## config.mk

```make
export PLATFORM = sky130hd
export DESIGN_NAME = keyed_watchdog
export DESIGN_NICKNAME = d
export VERILOG_FILES = /design/src/rtl/kw_pkg.sv /design/src/rtl/kw_ctrl.sv /design/src/rtl/kw_count.sv /design/src/rtl/keyed_watchdog.sv
export SDC_FILE = /design/constraint.sdc
export NUM_CORES = 1
export LEC_CHECK = 0
export ABC_AREA = 1
export CAP_MARGIN = 20
export CORE_MARGIN = 3
export CORE_UTILIZATION = 45
export CTS_BUF_LIST = sky130_fd_sc_hd__clkbuf_4
export DETAILED_ROUTE_END_ITERATION = 10
export DONT_BUFFER_PORTS = 1
export PLACE_DENSITY_LB_ADDON = 0.2
export SLEW_MARGIN = 5
export SYNTH_ARGS = -nofsm -noshare
export SYNTH_HDL_FRONTEND = slang
export SYNTH_HIERARCHICAL = 1
export SYNTH_SLANG_ARGS = --single-unit
export TNS_END_PERCENT = 10
```

## constraint.sdc

```tcl
create_clock -name clk -period 1.8 [get_ports clk]
set_clock_uncertainty 0.15 [all_clocks]
set_input_delay 0.36 -clock clk [delete_from_list [all_inputs] [get_ports clk]]
set_output_delay 0.36 -clock clk [all_outputs]
set_load 0.02 [all_outputs]
```

## src/rtl/kw_pkg.sv

```systemverilog
package kw_pkg;
  // Command from control to counter datapath
  typedef struct packed {
    logic clear;  // reload count to zero this cycle
    logic step;   // advance count by one this cycle
  } kw_cmd_t;
endpackage

```

## src/rtl/kw_ctrl.sv

```systemverilog
module kw_ctrl
  import kw_pkg::*;
#(
  parameter int KEY_W = 16,
  parameter logic [KEY_W-1:0] ARM_KEY = 16'hEABE,
  parameter logic [KEY_W-1:0] DISARM_KEY = 16'hDEAD
) (
  input  logic             clk,
  input  logic             rstN,
  input  logic             keyWe,
  input  logic [KEY_W-1:0] keyData,
  input  logic             armStrobe,
  input  logic             disarmStrobe,
  input  logic             kickStrobe,
  input  logic             pauseWe,
  input  logic             pauseData,
  input  logic             tickIn,
  input  logic             haltIn,
  input  logic             expireNow,
  output kw_cmd_t          cmd,
  output logic             enabledQ,
  output logic             pauseQ
);
  logic [KEY_W-1:0] keyQ;
  logic armOk, disarmOk, frozen;

  // a strobe counts only when the stored key matches it
  assign armOk    = armStrobe && (keyQ == ARM_KEY);
  assign disarmOk = disarmStrobe && (keyQ == DISARM_KEY);
  // freeze only when the pause option is set and halt is high
  assign frozen   = pauseQ && haltIn;

  always_comb begin
    cmd = '0;
    // a disarm clears the count; a restart clears it only while armed
    cmd.clear = disarmOk || (kickStrobe && enabledQ);
    // advance only on a tick
    cmd.step  = enabledQ && tickIn && !frozen;
  end

  always_ff @(posedge clk or negedge rstN) begin
    if (!rstN) begin
      keyQ     <= '0;
      enabledQ <= 1'b0;
      pauseQ   <= 1'b0;
    end else begin
      // any strobe attempt consumes the key
      if (armStrobe || disarmStrobe) keyQ <= '0;
      else if (keyWe)                keyQ <= keyData;
      // expiry disarms; a disarm wins over an arm
      if (disarmOk || expireNow) enabledQ <= 1'b0;
      else if (armOk)            enabledQ <= 1'b1;
      if (pauseWe) pauseQ <= pauseData;
    end
  end
endmodule

```

## src/rtl/kw_count.sv

```systemverilog
module kw_count
  import kw_pkg::*;
#(
  parameter int TIMEOUT_TICKS = 2048,
  parameter int WARN_TICKS = 1792,
  localparam int CNT_W = $clog2(TIMEOUT_TICKS)
) (
  input  logic             clk,
  input  logic             rstN,
  input  kw_cmd_t          cmd,
  output logic             expireNow,
  output logic             warnPulse,
  output logic             resetReq,
  output logic [CNT_W-1:0] cntQ
);
  localparam logic [CNT_W-1:0] LAST_CNT = CNT_W'(TIMEOUT_TICKS - 1);
  localparam logic [CNT_W-1:0] WARN_CNT = CNT_W'(WARN_TICKS - 1);

  logic live, warnNow;
  assign live      = cmd.step && !cmd.clear;  // a restart wins over a tick
  assign expireNow = live && (cntQ == LAST_CNT);
  assign warnNow   = live && (cntQ == WARN_CNT);

  always_ff @(posedge clk or negedge rstN) begin
    if (!rstN) begin
      cntQ      <= '0;
      warnPulse <= 1'b0;
      resetReq  <= 1'b0;
    end else begin
      warnPulse <= warnNow;
      resetReq  <= expireNow;
      if (cmd.clear || expireNow) cntQ <= '0;
      else if (cmd.step)          cntQ <= cntQ + 1'b1;
    end
  end
endmodule

```

## src/rtl/keyed_watchdog.sv

```systemverilog
module keyed_watchdog
  import kw_pkg::*;
#(
  parameter int KEY_W = 16,
  parameter logic [KEY_W-1:0] ARM_KEY = 16'hEABE,
  parameter logic [KEY_W-1:0] DISARM_KEY = 16'hDEAD,
  parameter int TIMEOUT_TICKS = 2048,
  parameter int WARN_TICKS = 1792,
  localparam int CNT_W = $clog2(TIMEOUT_TICKS)
) (
  input  logic             clk,
  input  logic             rstN,
  input  logic             keyWe,
  input  logic [KEY_W-1:0] keyData,
  input  logic             armStrobe,
  input  logic             disarmStrobe,
  input  logic             kickStrobe,
  input  logic             pauseWe,
  input  logic             pauseData,
  input  logic             tickIn,
  input  logic             haltIn,
  output logic             warnPulse,
  output logic             resetReq
);
  kw_cmd_t cmd;
  logic expireNow, enabledQ, pauseQ;
  logic [CNT_W-1:0] cntQ;

  kw_ctrl #(.KEY_W(KEY_W), .ARM_KEY(ARM_KEY), .DISARM_KEY(DISARM_KEY)) ctrl (
    .clk(clk), .rstN(rstN), .keyWe(keyWe), .keyData(keyData),
    .armStrobe(armStrobe), .disarmStrobe(disarmStrobe), .kickStrobe(kickStrobe),
    .pauseWe(pauseWe), .pauseData(pauseData), .tickIn(tickIn), .haltIn(haltIn),
    .expireNow(expireNow), .cmd(cmd), .enabledQ(enabledQ), .pauseQ(pauseQ)
  );

  kw_count #(.TIMEOUT_TICKS(TIMEOUT_TICKS), .WARN_TICKS(WARN_TICKS)) count (
    .clk(clk), .rstN(rstN), .cmd(cmd), .expireNow(expireNow),
    .warnPulse(warnPulse), .resetReq(resetReq), .cntQ(cntQ)
  );
endmodule

```

==> flow_metrics.tcl, run 1 <==
set metrics [dict create \
    leakage_nw 1.02 \
    ys_warn_count 6 \
    final.setup.worst_slack_ns 0.118 \
    die_height_um 67.4 \
    die_x_um 67.4 \
    layout-drive-gt1-share 0.249 \
    ys_async_sr_fraction 1.00 \
    route.detailed.drc 0 \
    numClockSinks 31 \
    regArea_um2 776 \
    top_layer "met4" \
    drtAntennaViolNets 0 \
    synth_top_family_by_area "simple AND/OR/NAND/NOR gates" \
    synthesis.area_um2 1690 \
    dpl-instance-area_um2 1720 \
    critPathKind "register to register" \
    yosysTopAreaCellShare 0.458 \
    tightest_slew_ns 0.802 \
    cts_tree "done" \
    cts.clk_slew.worst_paths_ns 0.09 \
    clockBufferDepth 2 \
    crit_arrival_ns 1.75 \
    vias_per_cell 4.93 \
    antenna_found_initial 0 \
    grt_pass1_wl_um 5780 \
    worstSkewPairLatency_ns 0.32 \
    synth_most_common_cell "inv_1" \
    syn_to_final_growth_pct 19.3 \
    total_power_mw 1.21 \
    start_util 0.488 \
    fin_area_um2 2020 \
    synth_nets 230 \
    setup_viol 0 \
    multiInputGateArea_um2 739 \
    crit_fanout 5 \
    fin_tns_setup_ns 0 \
    synth_ff_type "dfrtp_1" \
    grt_max_degree 32 \
    synthAdderAreaFrac 0.00739 \
    cp-end-kind "register" \
    pin_count 28 \
    overflow 0 \
    fmax_mhz 594 \
    synth_xor_area_frac 0.0103 \
    final_nets 257 \
    root_buffer "clkbuf_4" \
    synth_simple_gate_area_share 0.230 \
    core_area_um2 3470 \
    core.rowCount 21 \
    fin_hold_ws_ns 0.0151 \
    htreeDepth 2 \
    met2_wirelength_um 1630 \
    drt_iter0_markers 90 \
    wirelength_um 3390 \
    wl_met1_um 1540 \
    yosysTopAreaCell "dfrtp_1" \
    synth_compound_area_frac 0.168 \
    synth-seq-area-share 0.458 \
    die-area_um2 4540 \
    post-place-ws_ns 0.0452 \
    grt_pass1_vias 1351 \
    fillers 304 \
    ys_seq_elements 31 \
    slew_viol_final 0 \
    crit_path_start_kind "register" \
    crit_required_ns 1.87 \
    antennaDiodeCount 0 \
    cellPowerDensity_nw_per_um2 597 \
    hold_path.class "input pin to register" \
    synthTopCellsByArea "dfrtp_1, inv_1, nand2_1" \
    wl_met3_um 174 \
    avgSynthCellArea_um2 8.35 \
    synth_edf_count 0 \
    gp_congestion 0.883 \
    yosys-top-cells-count "inv_1, nand2_1, dfrtp_1, nor2_1, nand3_1" \
    maxSlewHeadroom 0.464 \
    grtUsageTotal 0.172 \
    fin_crit_ns 1.68 \
    synth_mux_area_frac 0.00665 \
    yosysUniqueCellTypes 27 \
    maxCapViolations 0 \
    finalCritPeriodShare 0.935 \
    io_buffers 0 \
    vias 1355 \
    cts_buffers 5 \
    ir_drop_mv 0.398 \
    post_drt_wl_per_cell_um 12.3 \
    finalHoldViolCount 0 \
    first_pass_iters 4 \
    syn_inst 203 \
    status "completed" \
    hpwl_um 2310 \
]
stage by stage:
step,util,instances
floorplan,-,203
global placement,0.496,245
detailed placement,0.496,245
CTS,0.558,267
global route,0.583,275
finish,0.583,275
critical path, cell delays in order, from the launching register on:
cell and delay (ns):
dfrtp_1 0.41, nand2_1 0.08, inv_1 0.03, nand2_1 0.05, nor2_1 0.04, nand3_1 0.10, nand2_1 0.07, inv_2 0.09
nand3_2 0.08, nor2_2 0.13, nand2_2 0.12, inv_2 0.09, inv_1 0.04, nand2_1 0.06, nor2_2 0.04
flip-flops by register name, summed over array words and instances, names as in the netlist:
| register | flops |
|---|---|
| ctrl/pauseQ | 1 |
| count/warnPulse | 1 |
| ctrl/keyQ | 16 |
| count/cntQ | 11 |
| count/resetReq | 1 |
| ctrl/enabledQ | 1 |
path summary, 6_finish.rpt:
check                         startpoint       endpoint  slack, ns  depth (start not counted)
min in group asynchronous           rstN   ctrl/keyQ[5]       0.34                          2
setup / recovery           ctrl/keyQ[10]  ctrl/enabledQ       0.12                         14
setup reg to reg           ctrl/keyQ[10]  ctrl/enabledQ       0.12                         14
hold reg to reg             ctrl/keyQ[7]   ctrl/keyQ[7]       0.40                          2
max in group asynchronous           rstN  count/cntQ[3]       0.98                          2
hold / removal                keyData[4]   ctrl/keyQ[4]       0.02                          2
per-layer routing:
metal,global-route usage,vias to the layer above
li1,-,686
met1,0.205,631
met2,0.281,34
met3,0.0599,4
met4,0.0709,0
met5,0,-
power breakdown:
part           internal, mW  switching [mW]  leakage (nW)
combinational        0.0524          0.0567         0.595
clock                 0.154           0.217        0.0276
sequential            0.713          0.0131         0.393
total                 0.919           0.287          1.02
layout by cell type, fill, tap and decap left out, types with 6 or more instances in the layout:
cell type,count
clkbuf_4,6
dfrtp_1,31
inv_1,38
nand3_1,12
o21ai_0,7
nor2_1,21
nand2_1,32
a21oi_1,7
dlygate4sd3_1,16
o21ai_2,10
buf_4,7
a21oi_2,11
kinds of logic (layout without fill, tap and decap cells):
logic type | Yosys count | in the layout
adders and majority gates | 1 | 1
AOI/OAI and AO/OA | 39 | 39
DFF | 31 | 31
buffers and inverters | 45 | 71
xor gates and xnor gates | 2 | 2
and+or+nand+nor | 84 | 84
muxes | 1 | 1
timing repair:
item / CTS / global route
hold buffers: 16 / 1
setup buffers: 0 / 7
endpoints found under the hold margin: 47 / 1
setup endpoints to repair: 0 / 12
resized for setup: 0 / 6
cell type report:
type | instances | share of cell area
clock buffers | 6 | 0.0223
well taps | 46 | 0.0285
flip-flops and latches | 31 | 0.384
multi-input cells | 127 | 0.366
repair buffers | 25 | 0.125
inverters | 40 | 0.0743
Note: power is estimated with default switching activity, not from simulation.
==> run 2, diff against run 1 <==
--- a/config.mk
+++ b/config.mk
@@ -13,6 +13,7 @@
 export DETAILED_ROUTE_END_ITERATION = 10
 export DONT_BUFFER_PORTS = 1
 export PLACE_DENSITY_LB_ADDON = 0.2
+export RECOVER_POWER = 100
 export SLEW_MARGIN = 5
 export SYNTH_ARGS = -nofsm -noshare
 export SYNTH_HDL_FRONTEND = slang
==> run 2 against run 1 <==
  * Cell count did not move
  * Die area did not move
  * Register-to-register slack hardly changed
  * Largest cell class unchanged
  * Flip-flop and latch count unchanged
  * Final area is 1.5% lower
  * Critical endpoint unchanged
  * Wire length grew 0.85%
==> flow_metrics.tcl, run 2 (synthesis results as in run 1) <==
set metrics [dict create \
    leakage_nw 1.01 \
    ir_drop_mv 0.397 \
    critPathKind "register to register" \
    drt_iter0_markers 58 \
    fmax_mhz 594 \
    status "completed" \
    regMostFlops "ctrl/keyQ" \
    grtUsageTotal 0.172 \
    crit_path_start_kind "register" \
    io_buffers 0 \
    worstSkewPairLatency_ns 0.32 \
    drtAntennaViolNets 0 \
    pin_count 28 \
    crit_arrival_ns 1.75 \
    first_pass_iters 4 \
    start_util 0.488 \
    route.detailed.drc 0 \
    cts_tree "done" \
    cellPowerDensity_nw_per_um2 602 \
    layout.cells.most_common "inv_1" \
    reg.largest.list "ctrl/keyQ x16, count/cntQ x11" \
    final_nets 257 \
    slowest_stage "dfrtp_1" \
    hold_path.class "input pin to register" \
    maxSlewHeadroom 0.488 \
    layout-drive-gt1-share 0.231 \
    hpwl_um 2310 \
    core_area_um2 3470 \
    dpl-instance-area_um2 1720 \
    post-place-ws_ns 0.0452 \
    wirelength_um 3420 \
    grt_pass1_vias 1351 \
    vias 1354 \
    path_delay_family "simple AND/OR/NAND/NOR gates" \
    antennaDiodeCount 0 \
    cts_buffers 5 \
    final.setup.worst_slack_ns 0.116 \
    die-area_um2 4540 \
    slew_viol_final 0 \
    root_buffer "clkbuf_4" \
    antenna_found_initial 0 \
    clockBufferDepth 2 \
    fillers 309 \
    maxCapViolations 0 \
    cpPeakStageDelay_ns 0.41 \
    fin_area_um2 1990 \
    numClockSinks 31 \
    crit_fanout 5 \
    core.rowCount 21 \
    finalCritPeriodShare 0.935 \
    syn_to_final_growth_pct 17.5 \
    fin_crit_ns 1.68 \
    largest_reg_flops 16 \
    cts.clk_slew.worst_paths_ns 0.10 \
    finalHoldViolCount 0 \
    tightest_slew_ns 0.768 \
    multiInputGateArea_um2 724 \
    die_height_um 67.4 \
    cp_num_buf_inv 4 \
    post_drt_wl_per_cell_um 12.4 \
    vias_per_cell 4.92 \
    crit_required_ns 1.87 \
    cp_cell_sequence "nand2_1 -> inv_1 -> nand2_1 -> nor2_1 -> nand3_1 -> nand2_1 -> inv_2 -> nand3_2 -> nor2_2 -> nand2_2 -> inv_2 -> inv_1 -> nand2_1 -> nor2_2" \
    setup_viol 0 \
    cp-end-kind "register" \
    overflow 0 \
    die_x_um 67.4 \
    crit_top_cell "nand2_1" \
    htreeDepth 2 \
    regArea_um2 776 \
    grt_max_degree 32 \
    gp_congestion 0.883 \
    layout_common_cells "inv_1, nand2_1, dfrtp_1" \
    grt_pass1_wl_um 5780 \
]
## run 2: repair_timing
item,CTS,global route
setup endpoints to repair,0,12
hold buffers,16,1
hold endpoints to repair,47,1
gates resized for setup,0,6
buffers inserted,0,7
## run 2: worst paths after layout
kind,slack [ns],from,endpoint,cells past startpoint
max in group asynchronous,0.49,rstN,ctrl/keyQ[8],2
worst max-delay path,0.12,ctrl/keyQ[10],ctrl/enabledQ,14
min in group asynchronous,0.52,rstN,count/cntQ[1],2
worst min register to register,0.40,ctrl/keyQ[7],ctrl/keyQ[7],2
worst max register to register,0.12,ctrl/keyQ[10],ctrl/enabledQ,14
worst min-delay path,0.02,keyData[4],ctrl/keyQ[4],2
## run 2: power breakdown
part	internal, mW	leakage (nW)	switching (mW)
registers	0.713	0.393	0.0130
logic	0.0478	0.591	0.0542
clock network	0.154	0.0276	0.217
total	0.914	1.01	0.285
## run 2: worst reg2reg max path, stage by stage (launching register included)
cell,delay [ns]
dfrtp_1,0.41
nand2_1,0.08
inv_1,0.03
nand2_1,0.05
nor2_1,0.04
nand3_1,0.10
nand2_1,0.07
inv_2,0.09
nand3_2,0.08
nor2_2,0.13
nand2_2,0.12
inv_2,0.09
inv_1,0.04
nand2_1,0.06
nor2_2,0.04
## run 2: metal layers
metal	wire [um]	track usage
met1	1550	0.205
met2	1650	0.281
met3	170	0.0599
met4	48	0.0709
met5	0	0
## run 2: stage by stage
| stage | TNS [ns] | power [mW] | util | instances | hold slack [ns] |
|---|---|---|---|---|---|
| 2_1_floorplan | 0 | 0.799 | - | 203 | -0.0856 |
| 5_1_grt | -0.00943 | 1.26 | 0.574 | 275 | 0.00600 |
| 4_1_cts | 0 | 1.22 | 0.558 | 267 | 0.000673 |
| 6_report | 0 | 1.20 | 0.574 | 275 | 0.0151 |
| 3_5_place_dp | 0 | 0.790 | 0.496 | 245 | -0.0847 |
| 3_3_place_gp | 0 | 0.787 | 0.496 | 245 | -0.0848 |
## run 2: final cells by class
class                           count  area share
Clock buffer                        6      0.0226
Inverter                           40      0.0754
Multi-Input combinational cell    127       0.364
Sequential cell                    31       0.390
Tap cell                           46      0.0289
Timing Repair Buffer               25       0.119
